### config.mk
export PLATFORM = sky130hd
export DESIGN_NAME = gc_die_seq
export DESIGN_NICKNAME = d
export VERILOG_FILES = /design/src/rtl/gc_pkg.sv /design/src/rtl/gc_victim_pick.sv /design/src/rtl/gc_page_scan.sv /design/src/rtl/gc_die_seq.sv
export SDC_FILE = /design/constraint.sdc
export NUM_CORES = 1
export LEC_CHECK = 0
export BUFFER_PORTS_ARGS = -buffer_cell sky130_fd_sc_hd__buf_2
export CAP_MARGIN = 25
export CELL_PAD_IN_SITES_DETAIL_PLACEMENT = 0
export CELL_PAD_IN_SITES_GLOBAL_PLACEMENT = 1
export CORE_AREA = 2 2 98 100
export DETAILED_ROUTE_END_ITERATION = 16
export DIE_AREA = 0 0 100 102
export PLACE_DENSITY_LB_ADDON = 0.08
export SETUP_SLACK_MARGIN = 0.15
export SYNTH_ARGS = -nofsm -noshare
export SYNTH_HDL_FRONTEND = slang
export SYNTH_SLANG_ARGS = --single-unit
export TNS_END_PERCENT = 10
### constraint.sdc
create_clock -name clk -period 22.1 [get_ports clk]
set_input_delay 4.42 -clock clk [delete_from_list [all_inputs] [get_ports clk]]
set_output_delay 4.42 -clock clk [all_outputs]
set_load 0.05 [all_outputs]
### src/rtl/gc_pkg.sv
// Shared types for the die-wide garbage collection sequencer.
// Assumes opcode encodings are fixed by the command consumer.
package gc_pkg;
    typedef enum logic [2:0] {
        ST_IDLE, ST_SELECT, ST_READ, ST_WRITE, ST_ERASE, ST_DONE
    } gc_state_e;

    typedef enum logic [1:0] {
        OP_READ  = 2'd0,
        OP_WRITE = 2'd1,
        OP_ERASE = 2'd2
    } gc_op_e;
endpackage

### src/rtl/gc_victim_pick.sv
// Greedy victim picker: sums valid pages of each block index over all
// planes and returns the index with the smallest sum (lowest on ties).
// Assumes NBLK >= 2. Purely combinational.
module gc_victim_pick #(
    parameter int NPLANES = 2,
    parameter int NBLK    = 4,
    parameter int NPAGES  = 8
) (
    input  logic [NPLANES*NBLK*NPAGES-1:0] map_i,
    output logic [$clog2(NBLK)-1:0]        blk_o
);
    localparam int BLK_W = $clog2(NBLK);
    localparam int SUM_W = $clog2(NPLANES*NPAGES+1);

    logic [SUM_W-1:0] sum, best;

    // Scan block indices in ascending order, keep strict minimum.
    always_comb begin
        blk_o = '0;
        best  = '0;
        sum   = '0;
        for (int b = 0; b < NBLK; b++) begin
            sum = '0;
            for (int p = 0; p < NPLANES; p++) begin
                sum = sum + SUM_W'($countones(map_i[(p*NBLK+b)*NPAGES +: NPAGES]));
            end
            if (b == 0 || sum < best) begin
                best  = sum;
                blk_o = BLK_W'(b);
            end
        end
    end
endmodule

### src/rtl/gc_page_scan.sv
// Finds the lowest valid page at or above a cursor in one plane's block.
// A cursor equal to NPAGES means the plane is exhausted. Combinational.
module gc_page_scan #(
    parameter int NPAGES = 8
) (
    input  logic [NPAGES-1:0]         map_i,
    input  logic [$clog2(NPAGES):0]   cur_i,
    output logic                      hit_o,
    output logic [$clog2(NPAGES)-1:0] page_o
);
    localparam int PG_W  = $clog2(NPAGES);
    localparam int CUR_W = PG_W + 1;

    // Descending scan so the last match taken is the lowest page.
    always_comb begin
        hit_o  = 1'b0;
        page_o = '0;
        for (int g = NPAGES - 1; g >= 0; g--) begin
            if (map_i[g] && (CUR_W'(g) >= cur_i)) begin
                hit_o  = 1'b1;
                page_o = PG_W'(g);
            end
        end
    end
endmodule

### src/rtl/gc_die_seq.sv
// Die-wide garbage collection sequencer. Picks the aligned block group
// with the fewest valid pages, migrates them as paired die reads and
// writes with a shared destination offset, then erases the group once.
// Assumes valid_map_i is stable while busy_o is high.
module gc_die_seq #(
    parameter int NPLANES = 2,
    parameter int NBLK    = 4,
    parameter int NPAGES  = 8
) (
    input  logic                                       clk,
    input  logic                                       rst_n,
    input  logic                                       start_i,
    input  logic [NPLANES*NBLK*NPAGES-1:0]             valid_map_i,
    output logic                                       busy_o,
    output logic                                       done_o,
    output logic                                       cmd_valid_o,
    input  logic                                       cmd_ready_i,
    output logic [1:0]                                 cmd_op_o,
    output logic [$clog2(NBLK)-1:0]                    cmd_blk_o,
    output logic [NPLANES*$clog2(NPAGES)-1:0]          cmd_page_o,
    output logic [NPLANES-1:0]                         cmd_mask_o
);
    import gc_pkg::*;

    localparam int PG_W  = $clog2(NPAGES);
    localparam int BLK_W = $clog2(NBLK);
    localparam int CUR_W = PG_W + 1;

    gc_state_e                        st_q;
    logic [BLK_W-1:0]                 victim_q, pick_blk;
    logic [NPLANES-1:0][CUR_W-1:0]    cur_q;
    logic [NPLANES-1:0][PG_W-1:0]     scan_pg;
    logic [NPLANES-1:0][NPAGES-1:0]   plane_map;
    logic [NPLANES-1:0]               scan_hit, mask_q;
    logic [PG_W-1:0]                  dst_q;
    logic                             fire;

    assign fire = cmd_valid_o && cmd_ready_i;

    gc_victim_pick #(.NPLANES(NPLANES), .NBLK(NBLK), .NPAGES(NPAGES)) u_pick (
        .map_i (valid_map_i),
        .blk_o (pick_blk)
    );

    // One scanner per plane over the victim block's bitmap.
    for (genvar p = 0; p < NPLANES; p++) begin : g_scan
        assign plane_map[p] = valid_map_i[(p*NBLK + int'(victim_q))*NPAGES +: NPAGES];
        gc_page_scan #(.NPAGES(NPAGES)) u_scan (
            .map_i  (plane_map[p]),
            .cur_i  (cur_q[p]),
            .hit_o  (scan_hit[p]),
            .page_o (scan_pg[p])
        );
    end

    // Sequencer state, victim, scan cursors, pair mask and destination offset.
    always_ff @(posedge clk) begin
        if (!rst_n) begin
            st_q     <= ST_IDLE;
            victim_q <= '0;
            cur_q    <= '0;
            mask_q   <= '0;
            dst_q    <= '0;
        end else begin
            case (st_q)
                ST_IDLE:   if (start_i) st_q <= ST_SELECT;
                ST_SELECT: begin
                    victim_q <= pick_blk;
                    cur_q    <= '0;
                    dst_q    <= '0;
                    st_q     <= ST_READ;
                end
                ST_READ: begin
                    if (!(|scan_hit)) begin
                        st_q <= ST_ERASE;
                    end else if (fire) begin
                        mask_q <= scan_hit;
                        for (int p = 0; p < NPLANES; p++) begin
                            cur_q[p] <= scan_hit[p] ? CUR_W'(scan_pg[p]) + CUR_W'(1)
                                                    : CUR_W'(NPAGES);
                        end
                        st_q <= ST_WRITE;
                    end
                end
                ST_WRITE: if (fire) begin
                    dst_q <= dst_q + PG_W'(1);
                    st_q  <= ST_READ;
                end
                ST_ERASE:  if (fire) st_q <= ST_DONE;
                default:   st_q <= ST_IDLE;
            endcase
        end
    end

    // Status flags from the state.
    always_comb begin
        busy_o = (st_q == ST_SELECT) || (st_q == ST_READ) ||
                 (st_q == ST_WRITE)  || (st_q == ST_ERASE);
        done_o = (st_q == ST_DONE);
    end

    // Command fields for the current state.
    always_comb begin
        cmd_valid_o = 1'b0;
        cmd_op_o    = OP_READ;
        cmd_blk_o   = victim_q;
        cmd_page_o  = '0;
        cmd_mask_o  = '0;
        case (st_q)
            ST_READ: begin
                cmd_valid_o = |scan_hit;
                cmd_mask_o  = scan_hit;
                for (int p = 0; p < NPLANES; p++)
                    cmd_page_o[p*PG_W +: PG_W] = scan_hit[p] ? scan_pg[p] : '0;
            end
            ST_WRITE: begin
                cmd_valid_o = 1'b1;
                cmd_op_o    = OP_WRITE;
                cmd_mask_o  = mask_q;
                for (int p = 0; p < NPLANES; p++)
                    cmd_page_o[p*PG_W +: PG_W] = dst_q;
            end
            ST_ERASE: begin
                cmd_valid_o = 1'b1;
                cmd_op_o    = OP_ERASE;
                cmd_mask_o  = '1;
            end
            default: ;
        endcase
    end
endmodule

## After elaboration in Yosys (flattened, before gate mapping)

Index checks and enable logic that the tools add are counted.

| operators by class | value |
|---|---|
| $add $sub $neg | 64 |
| magnitude comparators | 19 |
| eq/ne operators | 11 |
| shifts and indexed selects | 2 |
| multiplexer cells | 56 |
| reduce and logical (&&, ||, !) cells | 29 |

Operator list:

| operator | count |
|---|---|
| $add A5 B5 Y5 | 28 |
| $mux W3 | 24 |
| $add A1 B1 Y2 | 32 |
| $shiftx A64 B6 Y8 | 1 |
| $shiftx A64 B8 Y8 | 1 |
| $ge A3 B4 Y1 const A | 8 |
| $logic_and A1 B1 Y1 | 17 |
| $mux W1 | 17 |
| $ge A1 B4 Y1 const A | 4 |
| $ge A2 B4 Y1 const A | 4 |
| $mux W8 | 2 |
| $pmux W8 S2 | 1 |
| $lt A5 B5 Y1 | 3 |
| $pmux W3 S5 | 1 |
| $pmux W6 S2 | 1 |
| $mux W5 | 2 |
| $ne A2 B2 Y1 const B | 5 |
| $add A3 B1 Y4 const B | 2 |
| $mux W4 | 2 |
| $eq A3 B2 Y1 const B | 2 |
| $eq A3 B3 Y1 const B | 2 |
| $pmux W2 S3 | 1 |
| $pmux W3 S2 | 1 |
| $reduce_and A3 Y1 | 2 |
| other kinds (13) | 18 |

| word-level totals | value |
|---|---|
| register bits after elaboration | 18 |
| input bits | 68 |
| output and inout port bits | 15 |
| logic and storage cells | 187 |

## Logic depth before layout (Yosys ltp)

| logic depth | value |
|---|---|
| depth in word-level cells | 17 |
| depth in mapped cells | 35 |
| gate-level depth less buffers | 34 |

## Hierarchy

From an unflattened synthesis, not the netlist that was laid out.

| unflattened totals | value |
|---|---|
| cells, all modules | 460 |
| area total of the unflattened synthesis | 4,090.2 um^2 |

By module, submodules not included:

| module | instances | cells each | area each (um^2) | sequential area each (um^2) |
|---|---|---|---|---|
| gc_victim_pick | 1 | 242 | 2,198.4 | 0.0 |
| gc_die_seq | 1 | 142 | 1,418.9 | 360.3 |
| gc_page_scan | 2 | 38 | 236.5 | 0.0 |

## Worst setup path before layout

OpenSTA, ideal clock, no wires.

| timing path | value |
|---|---|
| path kind | input to register |
| start | in valid_map_i[38] |
| end | reg victim_q[0] (netlist: cmd_blk_o[0]) |
| setup time | 0.091 ns |
| data arrival time | 11.522 ns |
| required time | 22.009 ns |
| path slack | 10.487 ns |
| stages on the path | 33 |
| buffers on the path | 1 |
| cell sequence | ha_1 -> inv_1 -> fa_1 -> inv_1 -> fa_1 -> fa_1 -> inv_1 -> fa_1 -> inv_1 -> ha_1 -> inv_1 -> fa_1 -> ha_1 -> a21oi_1 -> o21ai_0 -> maj3_1 -> o21a_1 -> o21ai_0 -> ha_1 -> a21oi_1 -> o21ai_0 -> nor3_1 -> a21boi_0 -> or2_2 -> clkbuf_1 -> mux2_2 -> ha_1 -> a21o_1 -> a21oi_1 -> nor2b_1 -> o21ai_0 -> nor2b_1 -> a311oi_1 |

| between the ends | value |
|---|---|
| cells in the longest elaborated chain, start to end | 10 |
| elaborated cells on any way between the ends | 12 |
| classes of those cells | add/sub: 4; order compare: 3; mux: 5 |

Ends and longest elaborated chain:

| item | RTL line | source |
|---|---|---|
| start, declared | gc_die_seq.sv:13 | `input logic [NPLANES*NBLK*NPAGES-1:0] valid_map_i,` |
| $add A1 B1 Y2 * | gc_victim_pick.sv:25 | `sum = sum + SUM_W'($countones(map_i[(p*NBLK+b)*NPAGES +: NPAGES]));` |
| $add A5 B5 Y5 * (3 in series) | gc_victim_pick.sv:25 |  |
| $lt A5 B5 Y1 | gc_victim_pick.sv:27 | `if (b == 0 \|\| sum < best) begin` |
| $mux W5 | gc_victim_pick.sv:27 |  |
| $lt A5 B5 Y1 | gc_victim_pick.sv:27 |  |
| $mux W5 | gc_victim_pick.sv:27 |  |
| $lt A5 B5 Y1 | gc_victim_pick.sv:27 |  |
| $mux W2 * | gc_victim_pick.sv:27 |  |
| end signal, assigned | gc_die_seq.sv:68 | `victim_q <= pick_blk;` |
| end, declared | gc_die_seq.sv:30 | `logic [BLK_W-1:0] victim_q, pick_blk;` |

Mark *: on every way between the ends. The rest lies on a longest branch, timed or not.
A chain may end at the register's enable or synchronous reset.

## Final worst setup path

| timing path | value |
|---|---|
| start | in valid_map_i[46] |
| end | reg victim_q[0] (netlist: cmd_blk_o[0]) |

Same word-level chain as after synthesis.

==> key figures <==
Detailed routing
  – Vias post-DR: 3462
  – Vias per cell: 5.46
  – First-pass DRT Iterations: 4
  – Routed wire per std cell: 17.1 um
  – Initial DRC count: 125
  – DRC: 0
  – DRT Wirelength: 10800 um
  – Post-route ant nets: 0

Setup path
  – Most used cell, CP: inv_1
  – Crit Path Max Fanout: 5
  – Max incr delay on CP: 0.55 ns
  – CP Class: in -> reg
  – Startpoint Class: input port
  – CP required: 22.26 ns
  – Worst r2r path cells: 9
  – Critical path's slowest cell: fa_1
  – Crit end category: register
  – Arrival @ worst endpoint: 12.23 ns

Global route
  – Initial antenna violation count: 0
  – GRT overflow: 0
  – Pin count of the biggest net entering global routing: 21
  – First-pass GRT wire length: 17900 um
  – All-Layer GR Usage: 22.8%
  – Vias in the first global route: 3581

Finish
  – Number of diodes: 0
  – Commonest non-fill, non-tap cell in the layout: inv_1
  – Final core occ: 51.5%
  – Layout cells sized above 1: 21.0%
  – Finished Layout Cells: 634
  – # nets final: 702
  – Syn-to-layout area delta: 12.1%
  – FILL cells: 903
  – Most frequent cells in the layout: inv_1, buf_2, ha_1, fa_1, nand2_1

Timing
  – Max-slew violation count: 0
  – Final Setup Violations: 0
  – Fmax: 82.9 MHz
  – Post-route minimum period: 12.07 ns
  – Worst Skew: 0.00184 ns
  – Final Hold Vio Count: 0
  – Max_slew headroom: 31.2%
  – Worst Max-Slew Pin Slew: 1.03 ns
  – Fin crit share: 54.6%
  – Total Neg Setup Slack: 0 ns
  – RSZ-0062 raised after global routing: no
  – Worst hold margin: 0.493 ns

Worst hold path
  – Hold Path Class: reg -> reg
  – Hold Path Stages: 1

Yosys
  – EDFF count, synth: 0
  – Avg Cell Area, Syn: 9.23 um2
  – Sequential area share after synthesis: 8.62%
  – Primary FF master, synth: dfxtp_1
  – #FFs+latches synth: 18
  – Synth Instances: 453
  – Synth warn: 0
  – Synth unique cells: 66
  – Mapped cell area: 4180 um2
  – Post-synth ARST share: 0%
  – Syn_nets: 630

Clock tree
  – TritonCTS clock tree: yes
  – Max Root-Sink Buffers: 2
  – Worst-Skew Late Latency: 0.26 ns
  – Postcts setup bufs: 0
  – CTS resizes: 0
  – CTS root buffer: clkbuf_8
  – CTS H-tree depth: 1
  – CTS Buf Count: 3
  – Clock-pin slew on the worst setup and hold paths: 0.07 ns
  – Clock net sink count: 18
  – Hold_buf cts: 0

Power
  – Max IR drop VDD: 0.267 mV
  – Pwr Density: 161 nW/um2
  – Pleak: 0.00243 uW

Floorplanning
  – IO Pins: 83
  – Num rows: 35
  – Core area: 9110 um2
  – Chip height: 102 um
  – Die area: 10200 um2
  – Starting Density: 45.9%
  – DIE WIDTH: 100 um

Placed design
  – GPL Wtd Cong: 0.922
  – Cells after DPL: 631
  – Dpl hpwl: 9710 um
  – PortBufs: 82

Status
  – Status: finished, final reports clean

Flow run
  – Max Cap Viol: 0
==> report_power, final <==
part	total, uW	internal [uW]	switching, uW
registers	48.1	36.3	11.9
clock network	23.4	12.1	11.2
logic	683	314	369
total	754	362	392
==> cells in the mapped netlist, types with 3 or more instances <==
master | instances | area, um2
inv_1 | 94 | 353
ha_1 | 65 | 813
fa_1 | 44 | 881
nand2_1 | 30 | 113
a21oi_1 | 19 | 95.1
o21ai_0 | 19 | 95.1
dfxtp_1 | 18 | 360
nor2_1 | 18 | 67.6
mux4_1 | 13 | 342
a21o_1 | 9 | 67.6
clkbuf_1 | 9 | 33.8
nand3_1 | 9 | 45.0
a22o_1 | 6 | 52.6
nor3_1 | 6 | 30.0
and2_1 | 5 | 31.3
nor2b_1 | 5 | 31.3
xnor2_1 | 5 | 43.8
mux2_2 | 4 | 45.0
o211ai_1 | 4 | 30.0
xor2_1 | 4 | 35.0
a21boi_0 | 3 | 22.5
buf_2 | 3 | 15.0
mux4_2 | 3 | 67.6
nand2b_1 | 3 | 18.8
o21a_1 | 3 | 22.5
==> flip-flops by register name, indices dropped and copies added (netlist names) <==
signal,count
cmd_blk_o,2
dst_q,3
cur_q,8
mask_q,2
st_q,3
==> per-layer routing <==
metal | share of wire (%) | GRT usage [%] | vias up
met4 | 1.6 | 5.27 | 0
met5 | 0 | 0 | -
met1 | 44 | 29.5 | 1646
met3 | 4.2 | 1.50 | 16
met2 | 50 | 42.1 | 100
li1 | - | - | 1700
==> critical path: cells and delay by family <==
family                   cells  cell delay (ns)
multiplexers                 1             0.34
AND/OR/NAND/NOR              4             0.71
adder cells (fa/ha/maj)     11             4.16
AO/OA/AOI/OAI               11             2.16
buffers and inverters        7             0.46
==> through the flow <==
stage | instance area (um2) | worst slack [ns] | power, uW
floorplan | 4180 | 10.49 | 588
global placement | 4650 | 10.01 | 719
detailed placement | 4650 | 9.84 | 726
CTS | 4690 | 10.08 | 754
global route | 4690 | 9.48 | 856
finish | 4690 | 10.03 | 754
==> cells by family (layout without fill, tap and decap cells) <==
logic type      Yosys count  in the layout  share of synthesized area (%)
compound gates           93             93                           15.9
mux                      22             22                           11.3
fa+ha+maj               110            110                           40.7
xor+xnor                  9              9                           1.88
buf+inv                 109            179                           10.5
flops                    18             18                           8.62
simple gates             92             92                           11.1
==> path summary, 6_finish.rpt <==
path	from	endpoint	slack, ns
max	valid_map_i[46]	cmd_blk_o[0]	10.03
min	mask_q[1]	mask_q[1]	0.49
max reg2reg	cmd_blk_o[0]	cur_q[2]	18.87
min reg2reg	mask_q[1]	mask_q[1]	0.49
==> cell type report <==
cell class	instances	area, um2	share of cell area (%)
Tap cell	111	139	2.96
Inverter	94	353	7.53
Clock buffer	3	41.3	0.881
Timing Repair Buffer	82	410	8.75
Sequential cell	18	360	7.69
Multi-Input combinational cell	326	3380	72.2
Power figures use the tool's default switching activity.
